[config.mk]
export PLATFORM = sky130hd
export DESIGN_NAME = mini_alu
export DESIGN_NICKNAME = d
export VERILOG_FILES = /design/src/rtl/mini_alu_pkg.sv /design/src/rtl/alu_full_add.sv /design/src/rtl/alu_ripple_adder.sv /design/src/rtl/alu_result_mux.sv /design/src/rtl/mini_alu.sv
export SDC_FILE = /design/constraint.sdc
export NUM_CORES = 1
export LEC_CHECK = 0
export BUFFER_PORTS_ARGS = -buffer_cell sky130_fd_sc_hd__buf_4
export CELL_PAD_IN_SITES_DETAIL_PLACEMENT = 0
export CELL_PAD_IN_SITES_GLOBAL_PLACEMENT = 1
export CORE_AREA = 5 5 42 44
export DETAILED_ROUTE_END_ITERATION = 8
export DIE_AREA = 0 0 47 49
export PLACE_DENSITY = 0.33
export SLEW_MARGIN = 25
export SYNTH_ARGS = -nofsm -noshare
export SYNTH_HDL_FRONTEND = slang
export SYNTH_HIERARCHICAL = 1
export SYNTH_SLANG_ARGS = --single-unit
[constraint.sdc]
create_clock -name vclk -period 2.6
set_input_delay 0.52 -clock vclk [all_inputs]
set_output_delay 0.52 -clock vclk [all_outputs]
set_load 0.1 [all_outputs]
[src/rtl/mini_alu_pkg.sv]
package mini_alu_pkg;

    typedef enum logic [1:0] {
        FN_ADD  = 2'b00,
        FN_INVA = 2'b01,
        FN_OR   = 2'b10,
        FN_AND  = 2'b11
    } alu_fn_e;

    localparam int FN_COUNT = 4;

endpackage

[src/rtl/alu_full_add.sv]
module alu_full_add (
    input  logic x_i,
    input  logic y_i,
    input  logic cin_i,
    output logic sum_o,
    output logic cout_o
);
    logic half_d;

    always_comb begin
        half_d = x_i ^ y_i;
        sum_o  = half_d ^ cin_i;
        cout_o = (x_i & y_i) | (half_d & cin_i);
    end
endmodule

[src/rtl/alu_ripple_adder.sv]
module alu_ripple_adder #(
    parameter int WIDTH = 2
) (
    input  logic [WIDTH-1:0] x_i,
    input  logic [WIDTH-1:0] y_i,
    output logic [WIDTH-1:0] sum_o,
    output logic             cout_o
);
    logic [WIDTH:0] carry_d;

    assign carry_d[0] = 1'b0;

    for (genvar i = 0; i < WIDTH; i++) begin : g_bit
        alu_full_add u_fa (
            .x_i    (x_i[i]),
            .y_i    (y_i[i]),
            .cin_i  (carry_d[i]),
            .sum_o  (sum_o[i]),
            .cout_o (carry_d[i+1])
        );
    end

    assign cout_o = carry_d[WIDTH];
endmodule

[src/rtl/alu_result_mux.sv]
module alu_result_mux #(
    parameter int WIDTH  = 2,
    parameter int INPUTS = 4,
    localparam int SEL_W = $clog2(INPUTS)
) (
    input  logic [INPUTS-1:0][WIDTH-1:0] cand_i,
    input  logic [SEL_W-1:0]             sel_i,
    output logic [WIDTH-1:0]             pick_o
);
    always_comb begin
        pick_o = '0;
        for (int k = 0; k < INPUTS; k++) begin
            if (sel_i == SEL_W'(k)) begin
                pick_o = cand_i[k];
            end
        end
    end
endmodule

[src/rtl/mini_alu.sv]
module mini_alu
    import mini_alu_pkg::*;
#(
    parameter int WIDTH = 2
) (
    input  logic [WIDTH-1:0] a_i,
    input  logic [WIDTH-1:0] b_i,
    input  logic [1:0]       func_i,
    output logic [WIDTH-1:0] res_o,
    output logic             ovf_o
);
    logic [WIDTH-1:0]                  add_sum_d;
    logic                              add_cout_d;
    logic [FN_COUNT-1:0][WIDTH-1:0]    cand_d;
    logic [WIDTH-1:0]                  res_d;
    logic                              ovf_d;

    alu_ripple_adder #(.WIDTH(WIDTH)) u_adder (
        .x_i    (a_i),
        .y_i    (b_i),
        .sum_o  (add_sum_d),
        .cout_o (add_cout_d)
    );

    always_comb begin
        cand_d          = '0;
        cand_d[FN_ADD]  = add_sum_d;
        cand_d[FN_INVA] = ~a_i;
        cand_d[FN_OR]   = a_i | b_i;
        cand_d[FN_AND]  = a_i & b_i;
        ovf_d           = (alu_fn_e'(func_i) == FN_ADD) ? add_cout_d : 1'b0;
    end

    alu_result_mux #(.WIDTH(WIDTH), .INPUTS(FN_COUNT)) u_mux (
        .cand_i (cand_d),
        .sel_i  (func_i),
        .pick_o (res_d)
    );

    assign res_o = res_d;
    assign ovf_o = ovf_d;
endmodule

Word level (Yosys, flattened, before mapping)

Cells that the tools add are included.
W data, S select, Z words.

Output and inout bits: 3
Register bits: 0

Bitwise logic cells: 10
Reduce and logical (&&, ||, !) cells: 1
Eq/ne operators: 3
Mux-type cells: 5

Operators by type and width:

| kind                 | number |
|---|---|
| $mux W2              | 4 |
| $eq A2 B2 Y1 const B | 2 |
| $and A1 B1 Y1        | 3 |
| $xor A1 B1 Y1        | 3 |
| $and A2 B2 Y2        | 1 |
| $eq A2 B1 Y1 const B | 1 |
| $logic_not A2 Y1     | 1 |
| $not A2 Y2           | 1 |
| $or A2 B2 Y2         | 1 |
| $mux W1              | 1 |
| $or A1 B1 Y1         | 1 |

Logic depth before layout (Yosys ltp)

Gate-level depths: netlist of run 1.

Word-level depth: 6
Gate-level depth with buffers: 3

Modules after synthesis

Netlist of run 1, hierarchy kept.

Modules (own cells, without submodules):

| module           | area each (µm²) | times used | sequential area each (µm²) | cells each |
|---|---|---|---|---|
| alu_result_mux   | 52.6            | 1          | 0.0                        | 2 |
| mini_alu         | 41.3            | 1          | 0.0                        | 7 |
| alu_full_add     | 20.0            | 2          | 0.0                        | 1 |
| alu_ripple_adder | 3.8             | 1          | 0.0                        | 1 |

Least setup slack after synthesis of run 1

OpenSTA, ideal clock, no wires.

Path kind: input-to-output
Start: input port a_i[0]
End: output port ovf_o
Data arrival time: 3.025 ns
Path buffers: 0
Slack: -0.945 ns
Stages: 3
Cells stage by stage: fa_1 > fa_1 > nor3b_1

Word-level cells in the longest chain between the ends: 4

RTL lines:

| what                        | RTL line           | source |
|---|---|---|
| start: declaration          | mini_alu.sv:6      | `input logic [WIDTH-1:0] a_i,` |
| $and A1 B1 Y1 (2 in series) | alu_full_add.sv:13 | `cout_o = (x_i & y_i) \| (half_d & cin_i);` |
| $or A1 B1 Y1                | alu_full_add.sv:13 |  |
| via add_cout_d              | mini_alu.sv:13     | `logic add_cout_d;` |
| $mux W1                     | mini_alu.sv:31     | `ovf_d = (alu_fn_e'(func_i) == FN_ADD) ? add_cout_d : 1'b0;` |
| end: declaration            | mini_alu.sv:10     | `output logic ovf_o` |

The timed path passes the listed nets, and every way through them passes these cells.

Worst setup path in the final report of run 1

Start: input port b_i[0]
End: output port res_o[1]

Word-level cells in the longest chain between the ends: 6

RTL lines:

| what                   | RTL line              | source |
|---|---|---|
| start: declaration     | mini_alu.sv:7         | `input logic [WIDTH-1:0] b_i,` |
| $and A1 B1 Y1          | alu_full_add.sv:13    |  |
| via u_adder.carry_d[1] | alu_ripple_adder.sv:9 | `logic [WIDTH:0] carry_d;` |
| $xor A1 B1 Y1          | alu_full_add.sv:12    | `sum_o = half_d ^ cin_i;` |
| via add_sum_d[1]       | mini_alu.sv:12        | `logic [WIDTH-1:0] add_sum_d;` |
| $mux W2 (4 in series)  | alu_result_mux.sv:13  | `if (sel_i == SEL_W'(k)) begin` |
| end: declaration       | mini_alu.sv:9         | `output logic [WIDTH-1:0] res_o,` |

The timed path passes the listed nets, and every way through them passes these cells.

==> flow_metrics.env, run 1 <==
export IMPL_run_status="finished, violations left"
export IMPL_violations="negative setup slack"
export IMPL_final_min_period_over_clock_period_pct=101
export IMPL_antenna_found_initial=0
export IMPL_grt_overflow_total=0
export IMPL_cellInternalPower_mw=0.0331
export IMPL_num_rows=14
export IMPL_drive_above_1_share_pct=65.2
export IMPL_crit_path_max_fanout=2
export IMPL_drc_marker_count_from_the_first_detailed_route_iteration=0
export IMPL_timing_critical_path_from_type="primary input"
export IMPL_final_critical_path_setup_slack_ps=-32.9
export IMPL_design_portCount=9
export IMPL_grt_use_total_pct=2.82
export IMPL_numSequentialCells=0
export IMPL_hold_buffers=0
export IMPL_yosysTopAreaCell="mux4_1"
export IMPL_vias_per_cell=3.38
export IMPL_via_count=132
export IMPL_rsz_0062_raised_after_global_routing="true"
export IMPL_powerDensity_nw_per_um2=313
export IMPL_synth_warning_count=6
export IMPL_finalNonFillerCells=39
export IMPL_drt_first_pass_iters=1
export IMPL_drcViolationCount=0
export IMPL_number_of_standard_cells_after_synthesis=12
export IMPL_timing_final_max_slew_violations=0
export IMPL_timing_max_cap_violations=0
export IMPL_totalNegativeSetupSlack_ps=-32.9
export IMPL_die_h_um=49
export IMPL_timing_critical_path_to_type="output port"
export IMPL_path_cells="buf_8 -> fa_2 -> fa_1 -> mux4_2 -> buf_12"
export IMPL_min_path_type="in2out"
export IMPL_power_frac_clock_pct=0
export IMPL_power_combinational_fraction_pct=100.0
export IMPL_power_sequential_fraction_pct=0
export IMPL_setup_worst_path_start="b_i[0]"
export IMPL_switching_power_mw=0.0508
export IMPL_min_delay_path_depth=3
export IMPL_path_class="in2out"
export IMPL_max_vdd_ir_drop_mv=0.0640
export IMPL_drt_wl_total_um=350
export IMPL_pin_count_of_the_biggest_net_entering_global_routing=5
export IMPL_post_synth_main_area_contributors="mux4_1 38%, fa_1 29%, or2_1 9.1%"
export IMPL_die_w_um=47
export IMPL_post_drt_wl_per_cell_um=8.97
export IMPL_drtAntennaViolNets=0
export IMPL_clockBufferCount=0
export IMPL_placed_cells=38
export IMPL_fin_crit_ps=2630
export IMPL_first_global_vias=140
export IMPL_syn_nets=20
export IMPL_power_leakage_nw=0.119
export IMPL_core_area_um2=1400
export IMPL_cp_arrival_ps=2110
export IMPL_required_ps=2080
export IMPL_netSwitchingFraction_pct=60.5
export IMPL_fmaxAchievable_ghz=0.380
export IMPL_place_congestion=0.708
export IMPL_first_pass_grt_wire_length_um=524
export IMPL_hold_path_endpoint="ovf_o"
export IMPL_n_fill_cell=157
export IMPL_port_buffers=9
export IMPL_ff_latch_area_um2=0
export IMPL_synth_top_cell_area_share_pct=38.2
export IMPL_start_util_pct=9.82
export IMPL_critical_path_max_stage_delay_ps=490
export IMPL_post_synthesis_average_cell_area_um2=11.5
export IMPL_ys_seq_area_share_pct=0
export IMPL_multi_input_comb_area_um2=134
export IMPL_post_synth_instance_area_um2=138
export IMPL_fp_dieArea_um2=2300
export IMPL_diodes=0
export IMPL_hold_path_startpoint="func_i[1]"
export IMPL_num_nets_final=33
export IMPL_hold_viol=0
export IMPL_setup_violations=1
export IMPL_yosys_cell_types_count=8
export IMPL_cp_slowest_cell="mux4_2"
export IMPL_flow_area_growth_from_synthesis_pct=94.5
## Yosys cell counts
cell	number
and2_2	1
conb_1	1
nor3b_1	1
and2_1	1
mux4_1	2
fa_1	2
or2_1	2
inv_1	2
## metal layers
metal	global-route usage, %	up-vias	wire, um
li1	-	62	-
met1	3.08	61	129
met2	5.20	9	149
met3	1.11	0	71
met4	0	0	0
met5	0	-	0
## through the flow
stage          power, mW  utilization (%)  hold slack [ps]  setup WS (ps)  area [um^2]
2_1_floorplan     0.0524                -             1220           32.0          141
3_3_place_gp      0.0748             16.9             1410          -84.6          236
3_5_place_dp      0.0758             16.9             1400          -88.5          236
4_1_cts           0.0854             19.1             1400          -42.5          268
5_1_grt           0.0893             19.1             1420          -81.8          268
6_report          0.0839             19.1             1400          -32.9          268
## area by class of cell
type                       instances  share of cell area [%]
inverter                           2                    2.80
multi-input combinational         10                    50.0
tap                               16                    7.48
timing repair buffer              11                    39.7
## cells by family after synthesis
logic type	count (synthesis)	synth area share, %
mux	2	38.2
simple gates	5	24.6
other cells	1	2.72
buf+inv	2	5.46
fa+ha+maj	2	29.1
## timing repair
action	in CTS	in global routing
endpoints found under the setup margin	1	1
setup buffers	1	0
pin swaps	2	2
resized for setup	6	0
## worst max path at each step
stage / to / slack, ps / cells past startpoint
4_1_cts: res_o[1] / -40 / 5
3_5_place_dp: res_o[1] / -90 / 5
3_3_place_gp: res_o[1] / -80 / 5
2_1_floorplan: ovf_o / 30 / 3
6_report: res_o[1] / -30 / 5
5_1_grt: res_o[1] / -80 / 5
## power by group through the flow
stage | Combinational [mW] | Clock [mW] | Sequential [mW]
floorplan | 0.0524 | 0 | 0
global placement | 0.0748 | 0 | 0
detailed placement | 0.0758 | 0 | 0
CTS | 0.0854 | 0 | 0
global route | 0.0893 | 0 | 0
finish | 0.0839 | 0 | 0
## cell usage in the layout (no fill, tap or decap), drive strengths merged
master	synthesis	layout
inv	2	2
or2	2	2
fa	2	2
buf	0	11
and2	2	2
mux4	2	2
conb	1	1
nor3b	1	1
## worst max-delay path, delay by kind of cell
family,cells,cell delay (ps)
muxes,1,490
adders and majority gates,2,820
buffers and inverters,2,290
Note: power is estimated with default switching activity, not from simulation.
==> inputs of run 2 (changes only) <==
- PLACE_DENSITY: 0.33 -> 0.34
- SYNTH_HIERARCHICAL: 1 -> default
- clock period: 2.6 -> 3 ns (I/O delays scaled with it)
==> run 2 against run 1 <==
Effect of this change:
- the flow now finishes without violations
- non-clock buffer count down 2
- worst setup slack better by 340 ps
- via count down 0.76%
- flip-flop and latch count unchanged
- critical endpoint unchanged
- combinational power down 33%
- sequential share of layout area unchanged
==> flow_metrics.env, run 2 <==
export IMPL_run_status="completed"
export IMPL_rsz_0062_raised_after_global_routing="false"
export IMPL_ys_seq_area_share_pct=0
export IMPL_first_global_vias=149
export IMPL_path_class="in2out"
export IMPL_crit_path_max_fanout=2
export IMPL_final_min_period_over_clock_period_pct=89.7
export IMPL_hold_buffers=0
export IMPL_antenna_found_initial=0
export IMPL_pin_count_of_the_biggest_net_entering_global_routing=4
export IMPL_timing_final_max_slew_violations=0
export IMPL_core_area_um2=1400
export IMPL_start_util_pct=10.9
export IMPL_dpl_cell_area_um2=245
export IMPL_yosys_cell_count_top_type="inv_1"
export IMPL_worst_max_slew_margin_expressed_relative_to_the_limit_pct=81.5
export IMPL_fp_dieArea_um2=2300
export IMPL_timing_critical_path_from_type="primary input"
export IMPL_port_buffers=9
export IMPL_syn_nets=25
export IMPL_setup_worst_path_start="a_i[0]"
export IMPL_timing_critical_path_to_type="output port"
export IMPL_drive_above_1_share_pct=43.5
export IMPL_post_synthesis_average_cell_area_um2=10.9
export IMPL_number_of_standard_cells_after_synthesis=14
export IMPL_power_leakage_nw=0.134
export IMPL_drc_marker_count_from_the_first_detailed_route_iteration=0
export IMPL_diodes=0
export IMPL_setup_violations=0
export IMPL_num_rows=14
export IMPL_grt_use_total_pct=3.31
export IMPL_pre_cts_slack_ps=308
export IMPL_vias_per_cell=3.36
export IMPL_design_portCount=9
export IMPL_die_h_um=49
export IMPL_totalNegativeSetupSlack_ps=0
export IMPL_yosysTopAreaCell="mux4_1"
export IMPL_final_cell_mix="9 x buf_4, 6 x inv_1, 4 x ha_1, 2 x mux4_1"
export IMPL_min_path_type="in2out"
export IMPL_post_dp_hpwl_um=310
export IMPL_ff_latch_area_um2=0
export IMPL_powerDensity_nw_per_um2=231
export IMPL_numSequentialCells=0
export IMPL_fin_crit_ps=2690
export IMPL_yosys_cell_types_count=5
export IMPL_flow_area_growth_from_synthesis_pct=60.7
export IMPL_first_pass_grt_wire_length_um=621
export IMPL_via_count=131
export IMPL_postCtsSetupBuffers=0
export IMPL_synth_warning_count=0
export IMPL_hold_viol=0
export IMPL_post_cts_resized_instances=0
export IMPL_drt_first_pass_iters=1
export IMPL_grt_overflow_total=0
export IMPL_final_critical_path_setup_slack_ps=310
export IMPL_num_nets_final=36
export IMPL_required_ps=2400
export IMPL_drcViolationCount=0
export IMPL_setup_worst_path_end="res_o[1]"
export IMPL_synth_top_cell_area_share_pct=34.4
export IMPL_timing_worst_slew_pin_value_ps=279
export IMPL_timing_max_cap_violations=0
export IMPL_clockBufferCount=0
export IMPL_synth_cells_most_frequent="6 x inv_1, 4 x ha_1, 2 x mux4_1"
export IMPL_max_vdd_ir_drop_mv=0.116
export IMPL_post_synth_main_area_contributors="mux4_1 34%, ha_1 33%, inv_1 15%"
export IMPL_place_congestion=0.601
export IMPL_die_w_um=47
export IMPL_post_drt_wl_per_cell_um=8.31
export IMPL_fin_area_um2=245
export IMPL_drtAntennaViolNets=0
export IMPL_post_synth_instance_area_um2=153
export IMPL_cp_arrival_ps=2090
export IMPL_fmaxAchievable_ghz=0.372
export IMPL_drt_wl_total_um=324
export IMPL_layout_cells_most_common="buf_4"
## run 2: cell types whose count changed after synthesis
cell and change:
and2_1 -1, fa_1 -1, inv_1 +4, ha_1 +4, or2_1 -2, and2_2 -1, conb_1 -1
## run 2: logic make-up after synthesis
logic type | share of synthesized area, %
buffers and inverters | 14.8
multiplexers | 34.4
AND/OR/NAND/NOR | 4.92
adder cells (fa/ha/maj) | 45.9
## run 2: how the worst min path moves through the flow
stage	cells past startpoint	startpoint	slack [ps]	end
final	3	func_i[1]	1570	ovf_o
after global routing	3	func_i[1]	1580	ovf_o
after floorplan	1	func_i[0]	1380	ovf_o
after detailed placement	3	func_i[0]	1570	ovf_o
after CTS	3	func_i[0]	1570	ovf_o
after global placement	3	func_i[1]	1580	ovf_o
## run 2: metrics by stage
step / std cells / total power, mW / hold slack, ps / utilization [%]
after global routing: 39 / 0.0606 / 1580 / 17.5
final: 39 / 0.0566 / 1570 / 17.5
after detailed placement: 39 / 0.0574 / 1570 / 17.5
after global placement: 39 / 0.0573 / 1580 / 17.5
after floorplan: 14 / 0.0405 / 1380 / -
after CTS: 39 / 0.0575 / 1570 / 17.5
## run 2: critical path: stages
cell	delay, ps
buf_4	110
ha_1	220
fa_1	420
mux4_1	490
buf_4	250
## run 2: final cells by class
cell class         instances  area [um^2]
fillers                  167         1160
inverters                  6         22.5
multi-input cells          8          135
well taps                 16         20.0
repair buffers             9         67.6
## run 2: report_power, final
group,switching (mW),internal (mW)
logic,0.0388,0.0178
clock network,0,0
registers,0,0
## run 2: metal layers
| layer | wire (um) | track usage (%) | up-vias |
|---|---|---|---|
| met5 | 0 | 0 | - |
| met4 | 0 | 0 | 0 |
| met3 | 53 | 0.738 | 0 |
| met2 | 107 | 4.75 | 9 |
| met1 | 163 | 5.29 | 58 |
| li1 | - | - | 64 |
